`src/rtl/dadec_pkg.sv`:
```
package dadec_pkg;
  typedef enum logic [2:0] {
    RG_LOW,     // 0x00-0x6F
    RG_LOWTOP,  // 0x70-0x7F
    RG_UNDEF,   // 0x80-0x8F, 0xE0-0xE8
    RG_PER,     // 0x90-0xDF, 0xE9-0xEF
    RG_RF       // 0xF0-0xFF
  } region_e;

  localparam logic [7:0] TRAP_VAL  = 8'hFF;
  localparam logic [7:0] UNDEF_VAL = 8'h00;
endpackage

```
`src/rtl/dadec_region.sv`:
```
module dadec_region
  import dadec_pkg::*;
(
  input  logic [7:0] addr,
  output region_e    region
);
  always_comb begin
    region = RG_PER;
    if (!addr[7]) begin
      region = (addr[6:4] == 3'b111) ? RG_LOWTOP : RG_LOW;
    end else begin
      unique case (addr[6:4])
        3'b000:  region = RG_UNDEF;
        3'b111:  region = RG_RF;
        3'b110:  region = (addr[3:0] <= 4'd8) ? RG_UNDEF : RG_PER;
        default: region = RG_PER;
      endcase
    end
  end
endmodule

```
`src/rtl/dadec_bankmap.sv`:
```
module dadec_bankmap #(
  parameter  int NUM_BANKS = 4,
  localparam int BANK_W    = (NUM_BANKS > 1) ? $clog2(NUM_BANKS) : 1
) (
  input  logic [7:0]        seg,
  input  logic              bank_en,
  input  logic              stack_acc,
  output logic [BANK_W-1:0] bank,
  output logic              bank_is0
);
  logic [BANK_W-1:0] seg_bank;

  generate
    if (NUM_BANKS == 1) begin : g_single
      assign seg_bank = '0;
    end else begin : g_multi
      assign seg_bank = BANK_W'(seg % 8'(NUM_BANKS));
    end
  endgenerate

  always_comb begin
    bank = '0;
    if (bank_en && !stack_acc) bank = seg_bank;
    bank_is0 = (bank == '0);
  end
endmodule

```
`src/rtl/dadec_regfile.sv`:
```
module dadec_regfile #(
  parameter  int NREG = 16,
  localparam int IW   = $clog2(NREG)
) (
  input  logic          clk,
  input  logic          rst_n,
  input  logic          we,
  input  logic [IW-1:0] widx,
  input  logic [7:0]    wdata,
  input  logic [IW-1:0] ridx,
  output logic [7:0]    rdata,
  output logic [7:0]    seg
);
  logic [7:0] regs [NREG];

  generate
    for (genvar g = 0; g < NREG; g++) begin : g_reg
      logic en;
      assign en = we && (widx == IW'(g));
      always_ff @(posedge clk or negedge rst_n) begin
        if (!rst_n)  regs[g] <= 8'h00;
        else if (en) regs[g] <= wdata;
      end
    end
  endgenerate

  assign rdata = regs[ridx];
  assign seg   = regs[NREG-1];

  p_write_lands_r2: assert property (@(posedge clk) disable iff (!rst_n)
    we |=> regs[$past(widx)] == $past(wdata));
endmodule

```
`src/rtl/dadec_top.sv`:
```
module dadec_top
  import dadec_pkg::*;
#(
  parameter  int NUM_BANKS = 4,
  localparam int BANK_W    = (NUM_BANKS > 1) ? $clog2(NUM_BANKS) : 1
) (
  input  logic              clk,
  input  logic              rst_n,
  input  logic              bank_en,
  input  logic [7:0]        addr,
  input  logic              rd_en,
  input  logic              wr_en,
  input  logic [7:0]        wdata,
  input  logic              stack_acc,
  output logic              ram_sel,
  output logic [BANK_W-1:0] ram_bank,
  output logic [6:0]        ram_ofs,
  output logic              rf_sel,
  output logic              per_sel,
  output logic              rd_valid,
  output logic [7:0]        rd_data
);
  logic [1:0] rst_sync;
  logic       rst_q;
  region_e    region;
  logic [7:0] seg, rf_rdata;
  logic       bank_is0, rf_we, any_acc;

  always_ff @(posedge clk or negedge rst_n) begin
    if (!rst_n) rst_sync <= 2'b00;
    else        rst_sync <= {rst_sync[0], 1'b1};
  end
  assign rst_q = rst_sync[1];

  dadec_region u_region (.addr(addr), .region(region));

  dadec_bankmap #(.NUM_BANKS(NUM_BANKS)) u_bankmap (
    .seg(seg), .bank_en(bank_en), .stack_acc(stack_acc),
    .bank(ram_bank), .bank_is0(bank_is0));

  assign any_acc = rd_en | wr_en;
  assign rf_we   = wr_en && (region == RG_RF);

  dadec_regfile #(.NREG(16)) u_regfile (
    .clk(clk), .rst_n(rst_q), .we(rf_we), .widx(addr[3:0]),
    .wdata(wdata), .ridx(addr[3:0]), .rdata(rf_rdata), .seg(seg));

  assign ram_ofs = addr[6:0];

  always_comb begin
    ram_sel  = 1'b0;
    rf_sel   = 1'b0;
    per_sel  = 1'b0;
    rd_valid = 1'b0;
    rd_data  = 8'h00;
    unique case (region)
      RG_LOW:    ram_sel = any_acc;
      RG_LOWTOP: begin
        if (bank_is0) begin
          rd_valid = rd_en;
          rd_data  = rd_en ? TRAP_VAL : 8'h00;
        end else begin
          ram_sel = any_acc;
        end
      end
      RG_UNDEF: begin
        rd_valid = rd_en;
        rd_data  = UNDEF_VAL;
      end
      RG_PER: per_sel = any_acc;
      RG_RF: begin
        rf_sel   = any_acc;
        rd_valid = rd_en;
        rd_data  = rd_en ? rf_rdata : 8'h00;
      end
      default: ;
    endcase
  end

  p_excl_r9: assert property (@(posedge clk) disable iff (!rst_q)
    $onehot0({ram_sel, rf_sel, per_sel}));
  p_upper_no_ram_r8: assert property (@(posedge clk) disable iff (!rst_q)
    addr[7] |-> !ram_sel);
  p_stack_bank0_r6: assert property (@(posedge clk) disable iff (!rst_q)
    (stack_acc && ram_sel) |-> (ram_bank == '0));
  p_trap_val_r4: assert property (@(posedge clk) disable iff (!rst_q)
    (rd_valid && !addr[7]) |-> (rd_data == 8'hFF && ram_bank == '0));
  p_idle_quiet_r11: assert property (@(posedge clk) disable iff (!rst_q)
    !any_acc |-> !(ram_sel || rf_sel || per_sel || rd_valid));
  p_bank_range_r5: assert property (@(posedge clk) disable iff (!rst_q)
    ram_sel |-> (int'(ram_bank) < NUM_BANKS));
  p_seg_next_r12: assert property (@(posedge clk) disable iff (!rst_q)
    ($past(rst_q) && $past(wr_en && addr == 8'hFF) && bank_en && !stack_acc && ram_sel)
      |-> (int'(ram_bank) == int'($past(wdata)) % NUM_BANKS));
endmodule

```
`config.mk`:
```
export PLATFORM = sky130hd
export DESIGN_NAME = dadec_top
export DESIGN_NICKNAME = d
export VERILOG_FILES = /design/src/rtl/dadec_pkg.sv /design/src/rtl/dadec_region.sv /design/src/rtl/dadec_bankmap.sv /design/src/rtl/dadec_regfile.sv /design/src/rtl/dadec_top.sv
export SDC_FILE = /design/constraint.sdc
export NUM_CORES = 1
export LEC_CHECK = 0
export ABC_AREA = 1
export BUFFER_PORTS_ARGS = -buffer_cell sky130_fd_sc_hd__buf_2
export CAP_MARGIN = 20
export CORE_MARGIN = 2
export CORE_UTILIZATION = 49
export DETAILED_ROUTE_END_ITERATION = 12
export PLACE_DENSITY = 0.8
export REMOVE_ABC_BUFFERS = 1
export SLEW_MARGIN = 20
export SYNTH_ARGS = -nofsm -noshare
export SYNTH_HDL_FRONTEND = slang
export SYNTH_SLANG_ARGS = --single-unit
```
`constraint.sdc`:
```
create_clock -name clk -period 3.55 [get_ports clk]
set_input_delay 0.5325 -clock clk [delete_from_list [all_inputs] [get_ports clk]]
set_output_delay 0.5325 -clock clk [all_outputs]
set_load 0.01 [all_outputs]
```
==> summary.txt <==
Global route
  • Met3 Track Usage GR: 0.0666
  • First-pass GRT wire length: 27400 microns
  • Initial antenna violation count: 0
  • Overflow after GRT: 0
  • Met2 Use GR: 0.354
  • Pin count of the biggest net entering global routing: 75
  • Vias in the first global route: 5270
  • Global routing met1 resource utilization: 0.350
  • Busiest grt layer: met2
  • GRT Overall Usage: 0.249

Floorplan
  • Placeable Area: 0.0131 sq mm
  • Die H: 119 microns
  • Initial Utilization: 0.496
  • Die area: 0.0142 sq mm
  • Chip width: 119 microns
  • Cell Rows: 42
  • IO Pins: 43

Timing
  • Slew margin rel.: 0.443
  • Crit path time final: 2.68 ns
  • Fin. Hold Viols: 0
  • Final worst setup slack: 0.874 ns
  • Final Skew: 0.00552 ns
  • Max Fclk: 0.374 GHz
  • Slew of the pin with the lowest slew margin: 0.835 ns
  • Hold Slack: 0.347 ns
  • Final Setup Violations: 0
  • Final Slew Violations: 0
  • Fin crit share: 0.754
  • RSZ-0062 raised after global routing: false

Pwr
  • Clock power share: 0.465
  • Reg power frac: 0.454
  • Sw power: 0.000861 W
  • Sw Share: 0.244
  • Pwr Density: 486 mW/mm^2
  • P_leak: 3.80 nW
  • Internal power: 0.00267 W
  • Logic pwr share: 0.081
  • Tot Pwr: 0.00353 W
  • VDD IR max: 0.358 mV

Setup path
  • Crit Path Max Fanout: 50
  • Critical path class: primary input to output pin
  • Reg2reg end: u_regfile.regs[125]$_DFFE_PN0P_
  • FF-to-FF setup slack: 2.33 ns
  • WP data arrival: 2.14 ns
  • Worst setup SP type: primary input
  • R2R depth: 1
  • Worst R2R Start: rst_sync[1]$_DFF_PN0_
  • Crit end category: output pin
  • Worst EP required: 3.02 ns

Clock network
  • Post-CTS Setup Bufs: 0
  • Quantity of gates resized following cts: 0
  • Clock transition at path regs: 0.05 ns
  • Total CTS buffers: 17
  • CTS H-tree depth: 4
  • CTS tree: built
  • CTS root buf: clkbuf_16
  • Deepest clock path buffer count: 2
  • Worst skew pair latency: 0.42 ns
  • Clk sink count: 130

Route
  • Pre-antenna DRT Iters: 5
  • DR iter-0 viols: 689
  • Drt via density: 5.37
  • ANT nets after route: 0
  • Vias: 5708
  • Final WL: 16400 microns
  • DRC viols: 0
  • WL/cell: 15.5 microns

Cells and area
  • Total Nets Final: 895
  • Share of post-route cells with drive strength above 1: 0.107
  • Area growth syn-to-layout: 11.9%
  • Diodes inserted: 0

Synth
  • Asr flop ratio synth: 1.00
  • Yosys warnings: 0
  • Sequential area share after synthesis: 0.501
  • Synthesized area: 0.00649 sq mm
  • Ys flop type: dfrtp_1
  • Mean Syn Cell Area: 7.55 sq um
  • Post-synth EDFFs: 0
  • Synth unique cells: 25
  • Post-Synthesis Cells: 860
  • #FFs+latches synth: 130

Hold path
  • Hold depth: 0
  • Hold EP: rst_sync[1]$_DFF_PN0_
  • Hold Path Origin: rst_sync[0]$_DFF_PN0_
  • Hold Crit Class: register to register

Outcome
  • Status: finished clean

Placed design
  • Pre-CTS setup slack: 0.904 ns
  • Placer Congestion: 0.899
  • Post-DP HPWL: 10300 microns
  • PortBufs: 42

Job
  • Max-cap violations: 0
## synth_stat cells (3+ instances only)
library cell	count	area [sq um]
clkbuf_1	20	75.1
o21ai_1	3	15.0
dfrtp_1	130	3250
nand4_1	6	37.5
nand3_4	4	70.1
nand4_4	6	128
inv_1	17	63.8
buf_6	5	56.3
buf_1	6	22.5
nor2_1	9	33.8
inv_2	3	11.3
o21ai_0	134	671
nand2_1	479	1800
buf_2	16	80.1
buf_4	10	75.1
## kinds of logic (layout without fill, tap and decap cells)
logic type,count (synthesis),after routing,synth area share
AO/OA/AOI/OAI,138,138,0.107
buffers and inverters,78,104,0.0623
other,1,1,0.000578
AND/OR/NAND/NOR,513,513,0.329
flip-flops,130,130,0.501
## area by class of cell
class                   instances  area [sq um]
multi-input cells             652          2830
clock inverters                 5          50.0
fillers                      1199          5820
clock buffers                  27           503
flip-flops and latches        130          3260
inverters                      20          75.1
repair buffers                 52           325
well taps                     176           220
## critical path, stage by stage
cell and delay, ns:
buf_2 0.12, inv_2 0.30, buf_12 0.30, nand2_1 0.08, nand2_1 0.09, nand2_1 0.07
nand2_1 0.09, nand2_1 0.04, nand2_1 0.09, o21ai_0 0.11, nand2_1 0.11, buf_2 0.15
## state kept, by name, indices dropped and copies added (netlist names)
signal and flops:
u_regfile.seg 8, u_regfile.regs 120, rst_sync 2
## cell usage in the layout (no fill, tap or decap), types with 6 or more instances in the layout
cell	n
buf_2	42
buf_4	6
clkbuf_1	6
clkbuf_16	17
dfrtp_1	129
inv_1	17
nand2_1	479
nand4_1	6
nand4_4	6
nor2_1	9
o21ai_0	134
## power groups by stage
stage	Clock (W)	Sequential [W]	Combinational, W
after floorplan	0	0.00163	0.000149
after global placement	0	0.00163	0.000275
after detailed placement	0	0.00163	0.000282
after CTS	0.00166	0.00160	0.000285
after global routing	0.00172	0.00162	0.000323
final	0.00164	0.00161	0.000286
## worst max path at each step
stage,from,end,slack [ns],depth (start not counted)
floorplan,rst_sync[1]$_DFF_PN0_,u_regfile.regs[100]$_DFFE_PN0P_,-0.34,0
global placement,addr[0],rd_data[1],0.94,12
detailed placement,addr[0],rd_data[1],0.90,12
CTS,addr[0],rd_data[1],0.89,12
global route,addr[0],rd_data[0],0.72,12
finish,addr[0],rd_data[7],0.87,12
## layer usage
| metal | routed length, microns | vias to the layer above |
|---|---|---|
| met3 | 1180 | 47 |
| met1 | 7390 | 2693 |
| met2 | 7290 | 225 |
| met4 | 567 | 0 |
| met5 | 0 | - |
| li1 | - | 2743 |
## per-stage QoR
step                utilization  cells  TNS (ns)  instance area, sq um
finish                    0.555   1062         0                  7260
global route              0.555   1062         0                  7260
CTS                       0.555   1062         0                  7260
detailed placement        0.512   1029         0                  6700
global placement          0.512   1029         0                  6700
floorplan                     -    802    -43.53                  6160
## repair_timing
item | 4_1_cts | 5_1_grt
endpoints found under the hold margin | 2 | 0
endpoints found under the setup margin | 0 | 0
hold buffers | 1 | 0
(Power assumes the default switching activity.)
